### src/rtl/wsplit_csub_pkg.sv
package wsplit_csub_pkg;
  localparam int DEF_WORD_W = 32;
  localparam int DEF_WORDS  = 4;

  // Outcome of the final decision stage
  typedef enum logic {
    PICK_KEEP = 1'b0,
    PICK_DIFF = 1'b1
  } pick_e;
endpackage

### src/rtl/wsplit_word_sub.sv
// One word slice: a - b - bin, with borrow out.
module wsplit_word_sub #(
  parameter int W = 32
) (
  input  logic [W-1:0] a,
  input  logic [W-1:0] b,
  input  logic         bin,
  output logic [W-1:0] d,
  output logic         bout
);
  logic [W:0] full;

  always_comb begin
    full = {1'b0, a} - {1'b0, b} - {{W{1'b0}}, bin};
  end

  assign d    = full[W-1:0];
  assign bout = full[W];
endmodule

### src/rtl/wsplit_stage.sv
// Pipeline stage IDX: subtracts word IDX and registers all in-flight state.
module wsplit_stage #(
  parameter int W   = 32,
  parameter int N   = 4,
  parameter int IDX = 0,
  localparam int TW = W * N
) (
  input  logic          clk,
  input  logic          rst,
  input  logic          v_i,
  input  logic          top_i,
  input  logic          b_i,
  input  logic [TW-1:0] u_i,
  input  logic [TW-1:0] n_i,
  input  logic [TW-1:0] d_i,
  output logic          v_o,
  output logic          top_o,
  output logic          b_o,
  output logic [TW-1:0] u_o,
  output logic [TW-1:0] n_o,
  output logic [TW-1:0] d_o
);
  logic [W-1:0]  a_w, b_w, diff_w;
  logic          bout_w;
  logic [TW-1:0] d_next;

  assign a_w = u_i[IDX*W +: W];
  assign b_w = n_i[IDX*W +: W];

  wsplit_word_sub #(.W(W)) u_sub (
    .a    (a_w),
    .b    (b_w),
    .bin  (b_i),
    .d    (diff_w),
    .bout (bout_w)
  );

  always_comb begin
    d_next = d_i;
    d_next[IDX*W +: W] = diff_w;
  end

  always_ff @(posedge clk) begin
    if (rst) v_o <= 1'b0;
    else     v_o <= v_i;
  end

  // Data path carries no reset; qualified by v_o
  always_ff @(posedge clk) begin
    top_o <= top_i;
    b_o   <= bout_w;
    u_o   <= u_i;
    n_o   <= n_i;
    d_o   <= d_next;
  end

  // the registered word difference recombines with the operands
  a_r7_word_diff: assert property (@(posedge clk) disable iff (rst)
    v_o |-> ((d_o[IDX*W +: W] + $past(b_w) + {{(W-1){1'b0}}, $past(b_i)}) == $past(a_w)));

  // the borrow flag is set exactly when the word underflows
  a_r7_borrow_flag: assert property (@(posedge clk) disable iff (rst)
    v_o |-> (b_o == ({1'b0, $past(a_w)} < ({1'b0, $past(b_w)} + {{W{1'b0}}, $past(b_i)}))));
endmodule

### src/rtl/wsplit_pick.sv
// Final stage: choose difference or original value, register the output.
module wsplit_pick
  import wsplit_csub_pkg::*;
#(
  parameter int W   = 32,
  parameter int N   = 4,
  localparam int TW = W * N
) (
  input  logic          clk,
  input  logic          rst,
  input  logic          v_i,
  input  logic          top_i,
  input  logic          b_i,
  input  logic [TW-1:0] u_i,
  input  logic [TW-1:0] n_i,
  input  logic [TW-1:0] d_i,
  output logic          v_o,
  output logic [TW-1:0] res_o
);
  pick_e pick;

  always_comb begin
    pick = (top_i || !b_i) ? PICK_DIFF : PICK_KEEP;
  end

  always_ff @(posedge clk) begin
    if (rst) begin
      v_o   <= 1'b0;
      res_o <= '0;
    end else begin
      v_o <= v_i;
      if (v_i) res_o <= (pick == PICK_DIFF) ? d_i : u_i;
    end
  end

  // full-width compare shows u >= n, so the difference must be output
  a_r3_sub_when_above: assert property (@(posedge clk) disable iff (rst)
    (v_o && !$past(top_i) && ($past(u_i) >= $past(n_i))) |-> (res_o == $past(u_i) - $past(n_i)));

  // full-width compare shows u < n, so u must pass through
  a_r4_keep_when_below: assert property (@(posedge clk) disable iff (rst)
    (v_o && !$past(top_i) && ($past(u_i) < $past(n_i))) |-> (res_o == $past(u_i)));

  // the carry bit forces the subtraction
  a_r6_top_forces: assert property (@(posedge clk) disable iff (rst)
    (v_o && $past(top_i)) |-> (res_o == $past(u_i) - $past(n_i)));

  // the result holds when no new result is present
  a_r9_hold: assert property (@(posedge clk) disable iff (rst)
    !v_o |-> $stable(res_o));
endmodule

### src/rtl/wsplit_csub.sv
module wsplit_csub
  import wsplit_csub_pkg::*;
#(
  parameter int WORD_W = DEF_WORD_W,
  parameter int WORDS  = DEF_WORDS,
  localparam int TW    = WORD_W * WORDS
) (
  input  logic          clk,
  input  logic          rst,
  input  logic          in_valid,
  input  logic [TW-1:0] in_u,
  input  logic          in_top,
  input  logic [TW-1:0] in_n,
  output logic          out_valid,
  output logic [TW-1:0] out_res
);
  logic [WORDS:0] st_v, st_t, st_b;
  logic [TW-1:0]  st_u [0:WORDS];
  logic [TW-1:0]  st_n [0:WORDS];
  logic [TW-1:0]  st_d [0:WORDS];

  assign st_v[0] = in_valid;
  assign st_t[0] = in_top;
  assign st_b[0] = 1'b0;
  assign st_u[0] = in_u;
  assign st_n[0] = in_n;
  assign st_d[0] = '0;

  for (genvar k = 0; k < WORDS; k++) begin : g_stage
    wsplit_stage #(.W(WORD_W), .N(WORDS), .IDX(k)) u_stage (
      .clk   (clk),
      .rst   (rst),
      .v_i   (st_v[k]),
      .top_i (st_t[k]),
      .b_i   (st_b[k]),
      .u_i   (st_u[k]),
      .n_i   (st_n[k]),
      .d_i   (st_d[k]),
      .v_o   (st_v[k+1]),
      .top_o (st_t[k+1]),
      .b_o   (st_b[k+1]),
      .u_o   (st_u[k+1]),
      .n_o   (st_n[k+1]),
      .d_o   (st_d[k+1])
    );
  end

  wsplit_pick #(.W(WORD_W), .N(WORDS)) u_pick (
    .clk   (clk),
    .rst   (rst),
    .v_i   (st_v[WORDS]),
    .top_i (st_t[WORDS]),
    .b_i   (st_b[WORDS]),
    .u_i   (st_u[WORDS]),
    .n_i   (st_n[WORDS]),
    .d_i   (st_d[WORDS]),
    .v_o   (out_valid),
    .res_o (out_res)
  );

  // a reset cycle leaves the output idle and cleared
  a_r1_reset_quiet: assert property (@(posedge clk)
    $past(rst) |-> (!out_valid && (out_res == '0)));
endmodule

### config.mk
export PLATFORM = sky130hd
export DESIGN_NAME = wsplit_csub
export DESIGN_NICKNAME = d
export VERILOG_FILES = /design/src/rtl/wsplit_csub_pkg.sv /design/src/rtl/wsplit_word_sub.sv /design/src/rtl/wsplit_stage.sv /design/src/rtl/wsplit_pick.sv /design/src/rtl/wsplit_csub.sv
export SDC_FILE = /design/constraint.sdc
export NUM_CORES = 1
export LEC_CHECK = 0
export ABC_AREA = 0
export BUFFER_PORTS_ARGS = -buffer_cell sky130_fd_sc_hd__buf_4
export CORE_ASPECT_RATIO = 0.8
export CORE_MARGIN = 5
export CORE_UTILIZATION = 30
export DETAILED_ROUTE_END_ITERATION = 10
export SETUP_SLACK_MARGIN = 0.5
export SKIP_CTS_REPAIR_TIMING = 1
export SKIP_LAST_GASP = 1
export SYNTH_ARGS = -nofsm -noshare
export SYNTH_HDL_FRONTEND = slang
export SYNTH_SLANG_ARGS = --single-unit
### constraint.sdc
create_clock -name clk -period 2.8 [get_ports clk]
set_input_delay 0.56 -clock clk [delete_from_list [all_inputs] [get_ports clk]]
set_output_delay 0.56 -clock clk [all_outputs]
set_load 0.005 [all_outputs]
After elaboration in Yosys (flattened, before gate mapping)
Index checks and enable logic that the tools add are counted.
{ "word_totals": {"register_bits": 1357, "wordCells": 36, "input_bits": 260} }
{ "op_classes": {"reduce_logical": 2, "addsub": 7, "muxes": 2} }
{ "op_table": {"columns": ["operator", "count"], "rows": [
  ["32-bit by 32-bit subtractor with 33-bit output", 4],
  ["128-bit 2-to-1 mux", 1],
  ["33-bit by 1-bit subtractor with 33-bit output", 3],
  ["1-bit zero test", 1],
  ["1-bit logical OR", 1],
  ["1-bit 2-to-1 mux", 1]
]} }

Longest topological paths before layout
{ "depth": {"depth_word": 4, "mapped_depth": 13, "depth_no_buf": 12} }

Cells and area by module
A second synthesis with hierarchy kept.
{ "hier_totals": {"cells_unflattened": 3763, "area_unflattened_um2": 48994.5} }
{ "by_module_without_submodules": {"columns": ["mod", "seq_area_each_um2", "n_inst", "cells_each", "area_per_inst_um2"], "rows": [
  ["wsplit_stage", 7747.4, 4, 388, 7761.2],
  ["wsplit_pick", 2582.5, 1, 741, 7873.8],
  ["wsplit_word_sub (g_stage[2].u_stage.u_sub ...)", 0.0, 2, 363, 2497.4],
  ["wsplit_word_sub (g_stage[0].u_stage.u_sub)", 0.0, 1, 373, 2542.4],
  ["wsplit_word_sub (g_stage[1].u_stage.u_sub)", 0.0, 1, 370, 2534.9],
  ["wsplit_csub", 0.0, 1, 1, 3.8]
]} }

Worst setup path before layout
OpenSTA, ideal clock, no wires.
{ "synth_path": {"path_type": "flip-flop to flip-flop", "startpoint": "reg g_stage[1].u_stage.n_o[64]", "endpoint": "reg g_stage[2].u_stage.d_o[94]", "stages_incl_launch_ff": 12, "setup_ns": 0.126, "t_required_ns": 2.674, "arrival_ns": 2.643, "setup_slack_ns": 0.030, "n_path_buf": 0, "cell_sequence": "dfxtp_1 inv_1 fa_1 fa_1 nand2b_1 a31o_2 a211oi_1 nor3_1 a211oi_1 a21oi_1 o211ai_1 nand3_1"} }
{ "synth_via": {"elab_chain_cells": 2} }
{ "synth_lines": {"columns": ["item", "line_no", "source"], "rows": [
  ["start, declared", "wsplit_stage.sv:20", "output logic [TW-1:0] n_o,"],
  ["start signal, assigned", "wsplit_stage.sv:53", "n_o <= n_i;"],
  ["32-bit by 32-bit subtractor with 33-bit output", "wsplit_word_sub.sv:14", "full = {1'b0, a} - {1'b0, b} - {{W{1'b0}}, bin};"],
  ["33-bit by 1-bit subtractor with 33-bit output", "wsplit_word_sub.sv:14", null],
  ["net g_stage[2].u_stage.diff_w[30]", "wsplit_stage.sv:23", "logic [W-1:0] a_w, b_w, diff_w;"],
  ["end signal, assigned", "wsplit_stage.sv:54", "d_o <= d_next;"],
  ["end, declared", "wsplit_stage.sv:21", "output logic [TW-1:0] d_o"]
]} }
The timed path passes the listed nets, and every way through them passes these cells.
A chain may end at the register's enable or synchronous reset.

Worst setup path in the final report
{ "layout_path": {"startpoint": "reg g_stage[0].u_stage.n_o[32]", "endpoint": "reg g_stage[1].u_stage.d_o[61]"} }
{ "layout_via": {"elab_chain_cells": 2} }
{ "layout_lines": {"columns": ["item", "line_no"], "rows": [
  ["start, declared", "wsplit_stage.sv:20"],
  ["start signal, assigned", "wsplit_stage.sv:53"],
  ["32-bit by 32-bit subtractor with 33-bit output", "wsplit_word_sub.sv:14"],
  ["33-bit by 1-bit subtractor with 33-bit output", "wsplit_word_sub.sv:14"],
  ["net g_stage[1].u_stage.diff_w[29]", "wsplit_stage.sv:23"],
  ["end signal, assigned", "wsplit_stage.sv:54"],
  ["end, declared", "wsplit_stage.sv:21"]
]} }
The timed path passes the listed nets, and every way through them passes these cells.

==> results by stage <==
Synth:
- The count of state elements after synthesis is between 1000 and 1500.
- Sequential elements use approximately two thirds of the synthesized area.
- The number of warning messages in the yosys log is 0.
- Each instance of the synthesized netlist takes up on average ~12 um2.
- The number of different library cells used by synthesis comes to between 60 and 70.
- The proportion of netlist area held by the largest area contributor is about 66%.
- Yosys attributes the largest share of cell area to sky130_fd_sc_hd__dfxtp_1 (66%), sky130_fd_sc_hd__ha_1 (7.7%), sky130_fd_sc_hd__mux2i_1 (3.7%).
- Sorting the synthesized cells by how often they occur yields sky130_fd_sc_hd__dfxtp_1 (1165), sky130_fd_sc_hd__inv_1 (338), sky130_fd_sc_hd__ha_1 (218).
- Summed over all instances, the cell type with the most area after synthesis is sky130_fd_sc_hd__dfxtp_1.
- Yosys instantiated no cell more often than sky130_fd_sc_hd__dfxtp_1.
- The dominant register cell in the synthesized netlist is sky130_fd_sc_hd__dfxtp_1.
- After synthesis the cells add up to about 35000 um2.
- The number of nets in the synthesized netlist is around 3500.
- The cell count after synthesis is a little under 3000.
- The number of synthesized flops with an enable pin is 0.
- In the synthesized netlist the async set-or-reset flop fraction comes to 0%.

STA:
- Measured against its own limit, the worst slew margin works out to about half.
- Setup repair after global routing could not meet its margin everywhere.
- The number of pins with negative max-slew slack in the final report was 0.
- The total count of hold-check failures in the final report came to 0.
- Clock skew on the completed layout was measured at around 40 ps.
- Timing would allow up to between 300 and 400 MHz.
- In the final timing run, aggregate negative setup slack is -1220 ps.
- The smallest setup slack after layout is -178 ps.
- In the finished design, the share of the clock period the worst path needs comes to 106%.
- Setup violations remaining at the end of the flow were counted as 18.
- The pin slew with the least headroom to its limit is 717 ps.
- The minimum clock period after layout is 2980 ps.
- The smallest hold slack is 119 ps.

CTS:
- After clock tree synthesis, the clock-pin slew on the worst setup and hold paths is ~70 ps.
- The maximum buffer depth of the clock tree is 3.
- In this run the number of H-tree levels came out at 3.
- At the later pin of the worst-skew pair, clock insertion delay measures roughly 730 ps.
- TritonCTS built the clock tree.
- CTS placed an instance of sky130_fd_sc_hd__clkbuf_16 at the clock tree root.
- In this run, CTS created clock tree buffers numbering 110.
- The TritonCTS sink count is 1165.

GRT:
- The number of global-route vias before repair was around 21000.
- The wire length of the first global-routing pass is roughly 120000 um.
- Entering global routing, the biggest net connects 92 pins.
- After global routing the overflow that remains totals 0.
- The initial antenna violation count is 8.
- The global routing usage summed across all routing layers is between 10% and 20%.

Drt:
- The first TritonRoute pass finished after 5 iterations.
- After detailed routing, the number of remaining DRC violations is 0.
- For this block, the routed nets add up to 82900 um of wire.
- The routed design uses ~4200 um of met3 wire.
- The detailed router used layers up to and including met4.
- In the routed layout, each cell is associated on average with a via count of between 4 and 5.
- The amount of wire on met2 after detailed routing is around 38000 um.
- The count of routing violations after the opening detailed-route iteration is around 840.
- The number of nets with antenna violations after routing is 0.
- In the final routing, the length of wire on met1 measures between 30000 and 40000 um.
- After detailed routing, the average wire length per cell comes to 15.4 um.
- Across all layers, the routed design uses around 22000 vias.

Pwr:
- For this design the static power due to leakage is around 21 nW.
- The power per standard cell area is 826 nW/um2.
- Across the VDD grid, the largest voltage drop is between 0.4 and 0.5 mV.
- Summing internal, switching and leakage power gives around 0.040 W.

Status:
- The checks that failed: setup timing.
- The flow ran to the end, but the final reports show violations.

Placed design:
- The number of buffer cells added on primary ports is around 390.
- Summed over all nets, the half-perimeter wirelength after detailed placement is 59800 um.
- At the placement stage, the worst setup path has a slack of -374 ps.
- The weighted congestion at the end of routability-driven global placement is about 0.8.

Die:
- The number of standard-cell rows in the floorplan is approximately 110.
- The number of I/O pins is 389.
- The initial core utilization is 30.3%.
- The height of the die is 317 um.
- The core region is between 100000 and 150000 um2.
- The overall die width is 394 um.
- The die covers between 100000 and 150000 um2.

Flow run:
- Max-cap violations in this run came to 0.

Critical path:
- The setup path with the least slack is of type register to register.
- STA classifies the critical path endpoint as a register.
- The startpoint identified for the worst register-to-register timing path is g_stage[0].u_stage.n_o[32].
- The highest net fanout along the worst path is 3.
- The timing startpoint of the critical path is g_stage[0].u_stage.n_o[32].
- The required time at the endpoint of the critical path is 3400 ps.
- The worst path arrival time is around 3600 ps.
- The critical path startpoint category is a register.
- The setup slack of the most critical reg-to-reg path is -180 ps.

Cells and area:
- The area added between synthesis and finish is 37.3%.
- The post-route netlist has between 20% and 30% of its cells at a drive strength greater than 1.
- The net count reported at finish is 4221.
- At the end of the flow the core is filled with cells to approximately two fifths.

Min path:
- The worst hold path class is input port to register.
- The origin of the worst min-delay path is in_valid.
[sequential cells by signal, indices dropped and copies added (netlist names)]
name and cells:
g_stage.u_stage.u_o 512, u_pick.v_o 1, g_stage.u_stage.v_o 4, u_pick.res_o 128, g_stage.u_stage.top_o 4, g_stage.u_stage.n_o 192
g_stage.u_stage.b_o 4, g_stage.u_stage.d_o 320
[where the power goes]
part / internal [W] / total, W / switching (W)
combinational: 0.00265 / 0.00539 / 0.00274
sequential: 0.0186 / 0.0192 / 0.000564
clock: 0.00904 / 0.0156 / 0.00660
total: 0.0303 / 0.0402 / 0.00991
[cells by family (layout without fill, tap and decap cells)]
kind of cell    after synthesis  in the layout  share of synthesized area [%]
flops                      1165           1165                           65.8
compound gates              484            484                           9.52
simple gates                425            425                           5.56
buf+inv                     424           1289                           4.50
fa+ha+maj                   225            225                           8.10
mux                         130            130                           3.67
xor+xnor                    113            113                           2.79
other cells                   0              5                              0
[per-layer routing]
| metal | global-route usage, % | vias to the layer above |
|---|---|---|
| met5 | 0 | - |
| met4 | 4.25 | 0 |
| li1 | - | 11400 |
| met1 | 16.7 | 10300 |
| met3 | 3.60 | 130 |
| met2 | 19.6 | 414 |
[layout by cell type (no fill, tap or decap), types with 30 or more instances in the layout]
cell type                       count
sky130_fd_sc_hd__a211oi_1         135
sky130_fd_sc_hd__dlygate4sd3_1    224
sky130_fd_sc_hd__clkbuf_16        110
sky130_fd_sc_hd__nor2_1           196
sky130_fd_sc_hd__mux2i_1          130
sky130_fd_sc_hd__nand3_1           30
sky130_fd_sc_hd__nand2_1           51
sky130_fd_sc_hd__buf_4            489
sky130_fd_sc_hd__dfxtp_1         1155
sky130_fd_sc_hd__inv_1            322
sky130_fd_sc_hd__xor2_1            36
sky130_fd_sc_hd__a21o_1            71
sky130_fd_sc_hd__a21oi_1           68
sky130_fd_sc_hd__ha_1             187
sky130_fd_sc_hd__xnor2_1           66
[stage by stage]
stage / instance area (um2) / cells
6_report: 48600 / 5375
5_1_grt: 48600 / 5372
4_1_cts: 45200 / 5120
3_5_place_dp: 41300 / 4913
3_3_place_gp: 41300 / 4913
2_1_floorplan: 35900 / 2966
[worst max-delay path, cell delays in order (launching register included)]
cell and delay [ps]:
sky130_fd_sc_hd__dfxtp_2 320, sky130_fd_sc_hd__inv_2 40, sky130_fd_sc_hd__fa_2 600, sky130_fd_sc_hd__ha_4 150, sky130_fd_sc_hd__o21ai_4 60, sky130_fd_sc_hd__a2111oi_4 360, sky130_fd_sc_hd__nand2_2 180, sky130_fd_sc_hd__a211oi_2 250
sky130_fd_sc_hd__buf_4 170, sky130_fd_sc_hd__o211ai_4 110, sky130_fd_sc_hd__a311oi_2 300, sky130_fd_sc_hd__a31oi_1 160, sky130_fd_sc_hd__xnor2_1 140
[cell type report]
class	instances	area (um2)
Multi-Input combinational cell	1377	11800
Fill cell	10900	68200
Clock buffer	139	3040
Sequential cell	1165	23300
Antenna cell	5	12.5
Inverter	338	1300
Timing Repair Buffer	744	6360
Tap cell	1539	1930
Clock inverter	68	882
[worst paths after layout]
path                           endpoint  cells after the start
max          g_stage[1].u_stage.d_o[61]                     12
min              g_stage[0].u_stage.v_o                      2
max reg2reg  g_stage[1].u_stage.d_o[61]                     12
min reg2reg   g_stage[2].u_stage.u_o[6]                      0
Power figures use the tool's default switching activity.
